File: src/rtl/lamp_pkg.sv
package lamp_pkg;

    typedef enum logic [1:0] {
        ST_OFF    = 2'b00,
        ST_INRUSH = 2'b01,
        ST_LIMIT2 = 2'b10,
        ST_ON     = 2'b11
    } chan_state_e;

    typedef struct packed {
        logic fast;
        logic slow;
    } tick_t;

    function automatic int cnt_width(input int n);
        return (n > 1) ? $clog2(n) : 1;
    endfunction

endpackage

File: src/rtl/lamp_prescaler.sv
module lamp_prescaler
    import lamp_pkg::*;
#(
    parameter int PRESC_W  = 7,
    parameter int SLOW_BIT = PRESC_W - 1,
    parameter int FAST_BIT = 2
) (
    input  logic  clk,
    input  logic  rst,
    input  logic  osc_en,
    input  logic  standby,
    output tick_t tick
);
    logic [PRESC_W-1:0] cnt_q;
    logic [PRESC_W-1:0] prev_q;
    logic               step;

    assign step = osc_en && !standby;

    always_ff @(posedge clk) begin
        if (rst) begin
            cnt_q  <= '0;
            prev_q <= '0;
        end else begin
            prev_q <= cnt_q;
            if (step) cnt_q <= cnt_q + 1'b1;
        end
    end

    always_comb begin
        tick.slow = cnt_q[SLOW_BIT] && !prev_q[SLOW_BIT];
        tick.fast = cnt_q[FAST_BIT] && !prev_q[FAST_BIT];
    end

    assert_fast_single_R8: assert property (@(posedge clk) disable iff (rst)
        tick.fast |=> !tick.fast);
    assert_slow_single_R8: assert property (@(posedge clk) disable iff (rst)
        tick.slow |=> !tick.slow);
    assert_frozen_R8: assert property (@(posedge clk) disable iff (rst)
        !step |=> $stable(cnt_q));

endmodule

File: src/rtl/lamp_channel.sv
module lamp_channel
    import lamp_pkg::*;
#(
    parameter int LIMIT2_TICKS = 16
) (
    input  logic  clk,
    input  logic  clr,
    input  logic  standby,
    input  logic  wr_en,
    input  logic  wr_bit,
    input  tick_t tick,
    input  logic  ilim,
    output logic  drv_on,
    output logic  hi_limit,
    output logic  data_q,
    output logic  fault
);
    localparam int FCW = cnt_width(LIMIT2_TICKS);
    localparam logic [FCW-1:0] FLAST = FCW'(LIMIT2_TICKS - 1);

    chan_state_e    st_q;
    logic           armed_q;
    logic [FCW-1:0] fcnt_q;
    logic           data_r;
    logic           fault_r;

    always_ff @(posedge clk) begin
        if (clr) begin
            st_q    <= ST_OFF;
            armed_q <= 1'b0;
            fcnt_q  <= '0;
            data_r  <= 1'b0;
            fault_r <= 1'b0;
        end else begin
            if (wr_en && !standby) begin
                data_r <= wr_bit;
                if (wr_bit) fault_r <= 1'b0;
            end
            case (st_q)
                ST_OFF: begin
                    if (!standby && data_r) begin
                        st_q    <= ST_INRUSH;
                        armed_q <= 1'b0;
                        fcnt_q  <= '0;
                    end
                end
                ST_INRUSH: begin
                    if (standby) begin
                        st_q <= ST_OFF;
                    end else if (tick.slow) begin
                        if (armed_q) begin
                            st_q   <= ST_LIMIT2;
                            fcnt_q <= '0;
                        end else begin
                            armed_q <= 1'b1;
                        end
                    end
                end
                ST_LIMIT2: begin
                    if (standby) begin
                        st_q <= ST_OFF;
                    end else if (tick.fast) begin
                        if (fcnt_q == FLAST) begin
                            if (ilim) begin
                                st_q    <= ST_OFF;
                                fault_r <= 1'b1;
                                data_r  <= 1'b0;
                            end else begin
                                st_q <= ST_ON;
                            end
                        end else begin
                            fcnt_q <= fcnt_q + 1'b1;
                        end
                    end
                end
                default: begin
                    if (standby || !data_r) st_q <= ST_OFF;
                end
            endcase
        end
    end

    always_comb begin
        drv_on   = (st_q != ST_OFF);
        hi_limit = (st_q == ST_INRUSH);
        data_q   = data_r;
        fault    = fault_r;
    end

    assert_reset_off_R1: assert property (@(posedge clk)
        clr |=> (st_q == ST_OFF && !data_r && !fault_r));
    assert_window_hold_R4: assert property (@(posedge clk) disable iff (clr)
        (st_q == ST_INRUSH && !tick.slow && !standby) |=> (st_q == ST_INRUSH));
    assert_overload_clear_R5: assert property (@(posedge clk) disable iff (clr)
        $rose(fault_r) |-> (!data_r && !drv_on));
    assert_standby_off_R7: assert property (@(posedge clk) disable iff (clr)
        standby |=> !drv_on);
    assert_standby_keep_R7: assert property (@(posedge clk) disable iff (clr)
        standby |=> $stable(data_r));

endmodule

File: src/rtl/lamp_guard_top.sv
module lamp_guard_top
    import lamp_pkg::*;
#(
    parameter int NUM_CH       = 8,
    parameter int PRESC_W      = 7,
    parameter int FAST_BIT     = 2,
    parameter int LIMIT2_TICKS = 16
) (
    input  logic              clk,
    input  logic              rst,
    input  logic              por,
    input  logic              osc_en,
    input  logic              standby,
    input  logic              wr_en,
    input  logic [NUM_CH-1:0] wr_data,
    input  logic [NUM_CH-1:0] ilim_active,
    output logic [NUM_CH-1:0] drv_on,
    output logic [NUM_CH-1:0] hi_limit,
    output logic [NUM_CH-1:0] data_q,
    output logic [NUM_CH-1:0] fault
);
    localparam int SLOW_BIT = PRESC_W - 1;

    logic  clr;
    tick_t tick;

    assign clr = rst || por;

    lamp_prescaler #(
        .PRESC_W (PRESC_W),
        .SLOW_BIT(SLOW_BIT),
        .FAST_BIT(FAST_BIT)
    ) u_presc (
        .clk    (clk),
        .rst    (clr),
        .osc_en (osc_en),
        .standby(standby),
        .tick   (tick)
    );

    for (genvar c = 0; c < NUM_CH; c++) begin : g_ch
        lamp_channel #(
            .LIMIT2_TICKS(LIMIT2_TICKS)
        ) u_ch (
            .clk     (clk),
            .clr     (clr),
            .standby (standby),
            .wr_en   (wr_en),
            .wr_bit  (wr_data[c]),
            .tick    (tick),
            .ilim    (ilim_active[c]),
            .drv_on  (drv_on[c]),
            .hi_limit(hi_limit[c]),
            .data_q  (data_q[c]),
            .fault   (fault[c])
        );
    end

    assert_limit_implies_on_R3: assert property (@(posedge clk) disable iff (clr)
        (hi_limit & ~drv_on) == '0);

endmodule

File: config.mk
export PLATFORM = sky130hd
export DESIGN_NAME = lamp_guard_top
export DESIGN_NICKNAME = d
export VERILOG_FILES = /design/src/rtl/lamp_pkg.sv /design/src/rtl/lamp_prescaler.sv /design/src/rtl/lamp_channel.sv /design/src/rtl/lamp_guard_top.sv
export SDC_FILE = /design/constraint.sdc
export NUM_CORES = 1
export LEC_CHECK = 0
export BUFFER_PORTS_ARGS = -buffer_cell sky130_fd_sc_hd__buf_2
export CORE_MARGIN = 10
export CORE_UTILIZATION = 59
export DETAILED_ROUTE_END_ITERATION = 8
export GPL_TIMING_DRIVEN = 1
export PLACE_DENSITY = 0.81
export SKIP_CTS_REPAIR_TIMING = 1
export SLEW_MARGIN = 20
export SYNTH_ARGS = -nofsm -noshare
export SYNTH_HDL_FRONTEND = slang
export SYNTH_HIERARCHICAL = 1
export SYNTH_SLANG_ARGS = --single-unit
File: constraint.sdc
create_clock -name clk -period 2.6 [get_ports clk]
set_input_delay 0.13 -clock clk [delete_from_list [all_inputs] [get_ports clk]]
set_output_delay 0.13 -clock clk [all_outputs]
set_load 0.005 [all_outputs]
==> out/results.env, run 1 <==
OUTCOME='complete, no violations'
N_ANTENNA_CELL=0
SYNTH-MAIN-FF-CELL='dfxtp_1'
COREAREA_SQ_MM=0.00822
SYNTH_NETS=634
SYNTHARSTFLOPSHARE_PCT=0
YOSYS-TOP-CELLS-AREA='dfxtp_1, nor2_1, a21oi_1'
FINALHOLDVIOLATIONS=0
DRT_WL_TOTAL_UM=11500
HP-START='wr_data[2]'
R2R_START='u_presc/cnt_q[2]'
CP_STARTPOINT='u_presc/cnt_q[2]'
WL_MET1_UM=5350
CLK-INSERTION-DELAY-LATE_NS=0.34
VIA_PER_INST=6.19
RSZ_0062_RAISED_AFTER_GLOBAL_ROUTING='no'
AREA_TAKEN_BY_MULTI_INPUT_LOGIC_GATES_SQ_MM=0.00306
WORST-ENDPOINT-ARRIVAL_NS=2.28
ROUTE.DETAILED.WL_PER_INST_UM=15.1
CTS_BUFFER_DEPTH=2
RELSLEWSLACK_PCT=59.7
MAXIMUM_NUMBER_OF_PINS_ON_ONE_NET_BEFORE_GLOBAL_ROUTE_REPAIR=43
TRITONCTS='done'
IO-PIN-COUNT=54
SYN_AREA_PER_CELL_SQ_UM=8.26
NETLIST_AREA_SQ_MM=0.00498
ESTIMATED_WIRELENGTH_OF_THE_DETAIL_PLACED_DESIGN_UM=8250
TIMING.MAX_CAP.VIOLATIONS=0
DETAIL_ROUTE.ITER0.VIOLATIONS=226
POST_SYNTH_NUM_CELL_TYPES=44
SLEW_VIOLATIONS=0
CRIT_BUF_INV=1
FIN_CRIT_NS=2.05
CLK_TRANSITION_REPORTED_PATHS_NS=0.08
SYNTHMOSTINSTANTIATEDCELL='dfxtp_1'
LAYOUT_AREA_OVERHEAD_PCT=10.0
MET2_WIRELENGTH_UM=5510
TIGHTESTPINTRANSITION_NS=0.604
DRTPASS1ITERATIONS=5
GPL.FINAL_WEIGHTED_CONGESTION=0.882
WIRE_LENGTH_OF_THE_FIRST_GLOBAL_ROUTING_PASS_UM=19800
HOLD_PATH.CLASS='in -> reg'
START_KIND='flip-flop'
CRIT_PATH_END_KIND='flip-flop'
LAYOUT.FILLER_CELLS=692
YS_TOP_CELLS_BY_COUNT='dfxtp_1, nor2_1, a21oi_1, inv_1, nand2_1'
SYNTHESIS.YOSYS.WARNINGS=6
SHARE_OF_THE_CYCLE_NEEDED_BY_THE_CRITICAL_PATH_AFTER_ROUTING_PCT=78.8
GLOBAL_ROUTE.OVERFLOW_TOTAL=0
WORSTPATHMAXFANOUT=20
WORST-SETUP-PATH-TYPE='reg -> reg'
SETUP_VIOL_COUNT_FINAL=0
CLOCK-ROOT-BUFFER='clkbuf_8'
ANTENNA_VIOLATIONS_BEFORE_REPAIR=0
TOPROUTINGLAYERUSED='met4'
WORST_CLOCK_SKEW_NS=0.00931
CRIT_PATH_MAX_INCR_DELAY_NS=0.43
CRIT_FAMILY='simple AND/OR/NAND/NOR gates'
SYNTH_EDF_COUNT=0
DIE_X_UM=112
MAX_FREQ_MHz=488
FIN_UTIL_PCT=66.7
CRIT_PATH_MAX_DELAY_CELL_TYPE='dfxtp_1'
IR_WORST_VDD_mV=0.282
DETAILROUTE.VIA_COUNT=4716
SYNTH.FF_LATCH_COUNT=81
DETAILROUTE.WIRELENGTH.MET3_UM=561
SETUP-TNS-FINAL_NS=0
CRITICAL-PATH-TOP-CELL-BY-COUNT='nor2b_1'
DIE_HEIGHT_UM=112
TRACK_USAGE_PCT=17.6
SYNTHCELLS=603
FINAL-SEQ-AREA_SQ_MM=0.00162
STATIC-LEAKAGE-POWER_nW=2.06
WORSTPATHREQUIRED_NS=2.83
PORT_BUFFERS=53
CTS-HTREE-LEVELS=3
DIE_OUTLINE_AREA_SQ_MM=0.0125
ANTENNA_LEFT=0
SEQ_AREA_FRAC_SYNTH_PCT=32.6
DESIGN.FINAL.NETS=683
FIRST_GLOBAL_VIAS=4427
SYNTH.TOP_CELL.AREA_SHARE_PCT=32.6
CP_CELL_SEQUENCE='nor2b_1, buf_4, nor2b_1, nand2_1, a22oi_2, mux2_2'
SYNTH_LARGEST_AREA_CELL='dfxtp_1'
ROUTE.DETAILED.DRC=0
POWER-PER-CELL-AREA_mW_PER_MM2=407
LAYOUT-DRIVE-GT1-SHARE_PCT=18.1
CTS_INSERTED_BUFFERS=9
CTS_SINKS=81
INITIAL_UTILIZATION_PCT=60.6
ROW_COUNT=33
worst reg2reg max path: cells and delay by family (launching register included):
family                 cells  cell delay, ns
AOI/OAI and AO/OA          1            0.18
DFF                        1            0.43
muxes                      1            0.36
buffers and inverters      1            0.31
and+or+nand+nor            3            0.66
through the flow:
step / instances / hold slack (ns) / total power, mW / setup slack (ns) / cell area (sq um)
finish: 762 / 0.122 / 2.23 / 0.551 / 5480
detailed placement: 746 / 0.447 / 1.43 / 0.611 / 5310
floorplan: 603 / 0.325 / 1.38 / 0.416 / 4980
global route: 762 / 0.127 / 2.33 / 0.359 / 5480
CTS: 762 / 0.108 / 2.26 / 0.577 / 5480
global placement: 746 / 0.444 / 1.43 / 0.685 / 5310
cell families (layout without fill, tap and decap cells):
group / after synthesis / in the layout / synth area share, %
buffers and inverters: 57 / 111 / 6.10
AO/OA/AOI/OAI: 168 / 168 / 23.5
AND/OR/NAND/NOR: 278 / 278 / 33.4
flip-flops: 81 / 81 / 32.6
XOR/XNOR: 2 / 2 / 0.352
adder cells (fa/ha/maj): 9 / 9 / 2.26
multiplexers: 8 / 8 / 1.81
power by group:
part / switching, mW / internal, mW / total [mW]
logic: 0.0919 / 0.0626 / 0.154
registers: 0.00766 / 1.24 / 1.25
clock network: 0.428 / 0.396 / 0.824
placed cells by master (no fill, tap or decap), types with 9 or more instances in the layout:
cell type | Yosys | routed
a31oi_1 | 16 | 16
a2111oi_0 | 16 | 16
inv_1 | 32 | 32
nand3b_1 | 16 | 16
o21ai_0 | 27 | 27
nand2_1 | 29 | 29
dfxtp_1 | 81 | 81
nand4_1 | 9 | 9
a21oi_1 | 35 | 35
nand3_1 | 26 | 26
and3_1 | 16 | 16
nor2_1 | 58 | 58
clkbuf_8 | 0 | 11
nand2b_1 | 25 | 25
ha_1 | 9 | 9
or4_1 | 9 | 9
buf_2 | 0 | 53
nor3_1 | 16 | 16
nor2b_1 | 28 | 28
sequential cells by signal, summed over array words and instances (netlist names):
signal / flops
g_ch.u_ch/st_q: 16
g_ch.u_ch/fault: 8
u_presc/prev_q: 2
u_presc/cnt_q: 7
g_ch.u_ch/armed_q: 8
g_ch.u_ch/data_q: 8
g_ch.u_ch/fcnt_q: 32
area by class of cell:
type,instances,area share (%)
clock buffers,13,2.90
well taps,105,2.40
inverters,32,2.19
flip-flops and latches,81,29.6
repair buffers,63,6.89
multi-input cells,465,55.8
clock inverters,3,0.274
per-layer routing:
metal / up-vias / global-route usage (%)
met5: - / 0
met4: 0 / 4.54
met3: 11 / 3.92
met2: 126 / 30.3
met1: 2207 / 21.6
li1: 2372 / -
worst paths after layout:
kind | end | slack, ns | depth (start not counted)
setup / recovery | g_ch[1].u_ch/fcnt_q[0] | 0.55 | 6
hold / removal | g_ch[2].u_ch/fault | 0.12 | 4
setup reg to reg | g_ch[1].u_ch/fcnt_q[0] | 0.55 | 6
hold reg to reg | g_ch[6].u_ch/fault | 0.46 | 2
Power figures use the tool's default switching activity.
==> run 2, diff against run 1 <==
Settings changed: ABC_AREA set to 1, CORE_UTILIZATION 59 to 54, PLACE_DENSITY 0.81 to 0.78.
Clock period 2.6 ns to 1.7 ns, I/O delays scaled along.
==> out/results.env, run 2 <==
TRITONCTS='done'  # unchanged
LAYOUT-DRIVE-GT1-SHARE_PCT=22.1  # was 18.1%
CRITICAL-PATH-TOP-CELL-BY-COUNT='nand2_1'  # was nor2b_1
PRECTSSETUPSLACK_NS=0.231  # was 0.611 ns
SETUP-TNS-FINAL_NS=0  # unchanged
SYNTH_EDF_COUNT=0  # unchanged
POWER-PER-CELL-AREA_mW_PER_MM2=586  # was 407 mW/mm^2
SYNTH_LARGEST_AREA_CELL='dfxtp_1'  # unchanged
WORST_CLOCK_SKEW_NS=0.00770  # was 0.00931 ns
SYNTHMOSTINSTANTIATEDCELL='nand2_1'  # was dfxtp_1
CP_STARTPOINT='u_presc/cnt_q[6]'  # was u_presc/cnt_q[2]
START_KIND='flip-flop'  # unchanged
SEQ_AREA_FRAC_SYNTH_PCT=31.5  # was 32.6%
TIMING.MAX_CAP.VIOLATIONS=0  # unchanged
ANTENNA_LEFT=0  # unchanged
HOLD-PATH-ENDPOINT='g_ch[5].u_ch/data_q'  # was g_ch[2].u_ch/fault
NETLIST_AREA_SQ_MM=0.00514  # was 0.00498 sq mm
RSZ_0062_RAISED_AFTER_GLOBAL_ROUTING='no'  # unchanged
DIE_X_UM=118  # was 112 um
IR_WORST_VDD_mV=0.560  # was 0.282 mV
DRT_WL_TOTAL_UM=12300  # was 11500 um
DETAIL_ROUTE.ITER0.VIOLATIONS=380  # was 226
YS_TOP_CELLS_BY_COUNT='nand2_1, nor2_1, dfxtp_1, nand3_1, inv_1'  # was dfxtp_1, nor2_1, a21oi_1, inv_1, nand2_1
FINAL-SEQ-AREA_SQ_MM=0.00162  # unchanged
CRIT_PATH_MAX_INCR_DELAY_NS=0.36  # was 0.43 ns
CTS_BUFFER_DEPTH=2  # unchanged
COREAREA_SQ_MM=0.00924  # was 0.00822 sq mm
WHS_PATH_DEPTH=3  # was 4
TRACK_USAGE_PCT=17.7  # was 17.6%
POST_SYNTH_NUM_CELL_TYPES=17  # was 44
ESTIMATED_WIRELENGTH_OF_THE_DETAIL_PLACED_DESIGN_UM=9310  # was 8250 um
LAYOUT.FILLER_CELLS=846  # was 692
HOLD_PATH.CLASS='in -> reg'  # unchanged
RELSLEWSLACK_PCT=62.7  # was 59.7%
CTS_SINKS=81  # unchanged
SYNTH-MAIN-FF-CELL='dfxtp_1'  # unchanged
DRTPASS1ITERATIONS=5  # unchanged
CLK-INSERTION-DELAY-LATE_NS=0.34  # about the same
CLOCK-ROOT-BUFFER='clkbuf_8'  # unchanged
ROUTE.DETAILED.DRC=0  # unchanged
WORST-ENDPOINT-ARRIVAL_NS=1.68  # was 2.28 ns
ROUTE.DETAILED.WL_PER_INST_UM=12.1  # was 15.1 um
ANTENNA_VIOLATIONS_BEFORE_REPAIR=0  # unchanged
STATIC-LEAKAGE-POWER_nW=2.49  # was 2.06 nW
FINALHOLDVIOLATIONS=0  # unchanged
CRIT_BUF_INV=2  # was 1
YOSYS-TOP-CELLS-AREA='dfxtp_1, nand2_1, nor2_1'  # was dfxtp_1, nor2_1, a21oi_1
SETUP_VIOL_COUNT_FINAL=0  # unchanged
CLK_TRANSITION_REPORTED_PATHS_NS=0.08  # about the same
TIGHTESTPINTRANSITION_NS=0.558  # was 0.604 ns
WORST-R2R-CELL-COUNT=10  # was 6
SYNTH.FF_LATCH_COUNT=81  # unchanged
CRIT_PATH_END_KIND='flip-flop'  # unchanged
DIE_OUTLINE_AREA_SQ_MM=0.0138  # was 0.0125 sq mm
DETAILROUTE.WIRELENGTH.MET3_UM=582  # was 561 um
N_ANTENNA_CELL=0  # unchanged
HP-START='wr_data[5]'  # was wr_data[2]
SYNTHARSTFLOPSHARE_PCT=0  # unchanged
MAX_FREQ_MHz=676  # was 488 MHz
WORST-R2R-SETUP-SLACK_NS=0.22  # was 0.55 ns
LARGEST_REG_FLOPS=32  # unchanged
CTS_INSERTED_BUFFERS=9  # unchanged
OUTCOME='complete, no violations'  # unchanged
FINAL_COMMON_CELL='nand2_1'  # was dfxtp_1
GPL.FINAL_WEIGHTED_CONGESTION=0.946  # was 0.882
INITIAL_UTILIZATION_PCT=55.7  # was 60.6%
SLEW_VIOLATIONS=0  # unchanged
VIA_PER_INST=5.21  # was 6.19
FIN_CRIT_NS=1.48  # was 2.05 ns
BIGGESTREGSBYFLOPS='g_ch.u_ch/fcnt_q (32), g_ch.u_ch/st_q (16)'  # unchanged
SYNTHESIS.YOSYS.WARNINGS=6  # unchanged
CRIT_PATH_MAX_DELAY_CELL_TYPE='dfxtp_1'  # unchanged
FINALPOWER_mW=3.43  # was 2.23 mW
MAX_FLOP_REGISTER='g_ch.u_ch/fcnt_q'  # unchanged
SETUP_WS_NS=0.222  # was 0.551 ns
CP_CELL_SEQUENCE='inv_1, nor2_2, buf_4, nand2_1, nand2_1, nand2_1, nor2_4, nand2_2, nand2_1, a21oi_1'  # was nor2b_1, buf_4, nor2b_1, nand2_1, a22oi_2, mux2_2
PORT_BUFFERS=53  # unchanged
MET2_WIRELENGTH_UM=5820  # was 5510 um
SYN_AREA_PER_CELL_SQ_UM=6.36  # was 8.26 sq um
FINAL_CELL_MIX='nand2_1, nor2_1, dfxtp_1, nand3_1, inv_1'  # was dfxtp_1, nor2_1, buf_2, a21oi_1, inv_1
AREA_TAKEN_BY_MULTI_INPUT_LOGIC_GATES_SQ_MM=0.00316  # was 0.00306 sq mm
GLOBAL_ROUTE.OVERFLOW_TOTAL=0  # unchanged
FIRST_GLOBAL_VIAS=4982  # was 4427
SYNTHCELLS=809  # was 603
R2R_START='u_presc/cnt_q[6]'  # was u_presc/cnt_q[2]
FIN_UTIL_PCT=63.4  # was 66.7%
WIRE_LENGTH_OF_THE_FIRST_GLOBAL_ROUTING_PASS_UM=21700  # was 19800 um
SHARE_OF_THE_CYCLE_NEEDED_BY_THE_CRITICAL_PATH_AFTER_ROUTING_PCT=87.0  # was 78.8%
IO-PIN-COUNT=54  # unchanged
WORSTPATHREQUIRED_NS=1.90  # was 2.83 ns
CTS-HTREE-LEVELS=3  # unchanged
DETAILROUTE.VIA_COUNT=5309  # was 4716
LAYOUT_AREA_OVERHEAD_PCT=13.8  # was 10.0%
SYNTH.TOP_CELL.AREA_SHARE_PCT=31.5  # was 32.6%
DESIGN.FINAL.NETS=916  # was 683
SYNTH_NETS=840  # was 634
WL_MET1_UM=5830  # was 5350 um
ROW_COUNT=35  # was 33
DIE_HEIGHT_UM=118  # was 112 um
CRIT_FAMILY='simple AND/OR/NAND/NOR gates'  # unchanged
WORST-SETUP-PATH-TYPE='reg -> reg'  # unchanged
WORSTPATHMAXFANOUT=8  # was 20
MAXIMUM_NUMBER_OF_PINS_ON_ONE_NET_BEFORE_GLOBAL_ROUTE_REPAIR=58  # was 43
TIMING.RR.END='g_ch[1].u_ch/fcnt_q[2]'  # was g_ch[1].u_ch/fcnt_q[0]
TOPROUTINGLAYERUSED='met4'  # unchanged
run 2: changes by cell type in the layout (fill, tap and decap cells not counted), sizes merged, moves of 17 or more:
| cell | previous run | this run |
|---|---|---|
| nand2b | 25 | 0 |
| nor2b | 28 | 0 |
| nor2 | 58 | 136 |
| o21ai | 35 | 18 |
| nand3 | 26 | 84 |
| nand2 | 37 | 261 |
| inv | 32 | 97 |
| a21oi | 35 | 67 |
run 2: area by class of cell:
type	instances	share of cell area (%)
multi-input combinational	631	54.0
sequential	81	27.7
timing repair buffer	65	6.32
inverter	97	6.22
clock buffer	14	2.78
tap	129	2.76
clock inverter	2	0.214
run 2: logic make-up after synthesis:
logic type / Yosys count / share of synthesized area, %
AOI/OAI and AO/OA: 85 / 8.34
xor gates and xnor gates: 8 / 1.36
adders and majority gates: 9 / 2.19
buffers and inverters: 97 / 7.08
DFF: 81 / 31.5
and+or+nand+nor: 529 / 49.5
run 2: worst max path at each step:
stage,endpoint,cells after the start
after floorplan,g_ch[0].u_ch/st_q[1],7
after global placement,g_ch[1].u_ch/fcnt_q[3],10
after detailed placement,g_ch[1].u_ch/fcnt_q[3],10
after CTS,g_ch[1].u_ch/fcnt_q[3],10
after global routing,g_ch[0].u_ch/fcnt_q[1],10
final,g_ch[1].u_ch/fcnt_q[2],10
run 2: through the flow:
stage	hold WS, ns	instance area (sq um)	cells
CTS	-0.0134	5850	1018
finish	0.00177	5860	1019
floorplan	0.245	5150	809
global placement	0.357	5670	1002
detailed placement	0.358	5670	1002
global route	0.000461	5860	1019
run 2: routing by layer:
layer | up-vias | GRT usage, %
li1 | 2760 | -
met4 | 0 | 4.02
met2 | 128 | 29.8
met1 | 2411 | 22.3
met3 | 10 | 3.84
met5 | - | 0
run 2: report_power, final:
group / switching (mW) / internal [mW] / leakage [nW]
registers: 0.0127 / 1.91 / 0.653
logic: 0.171 / 0.0860 / 1.75
clock network: 0.647 / 0.611 / 0.0867
total: 0.831 / 2.60 / 2.49
run 2: worst register-to-register path: cells and delay by family, from the launching register on:
family          cells  cell delay [ns]
buf+inv             2             0.25
compound gates      1             0.06
simple gates        7             0.65
flops               1             0.36
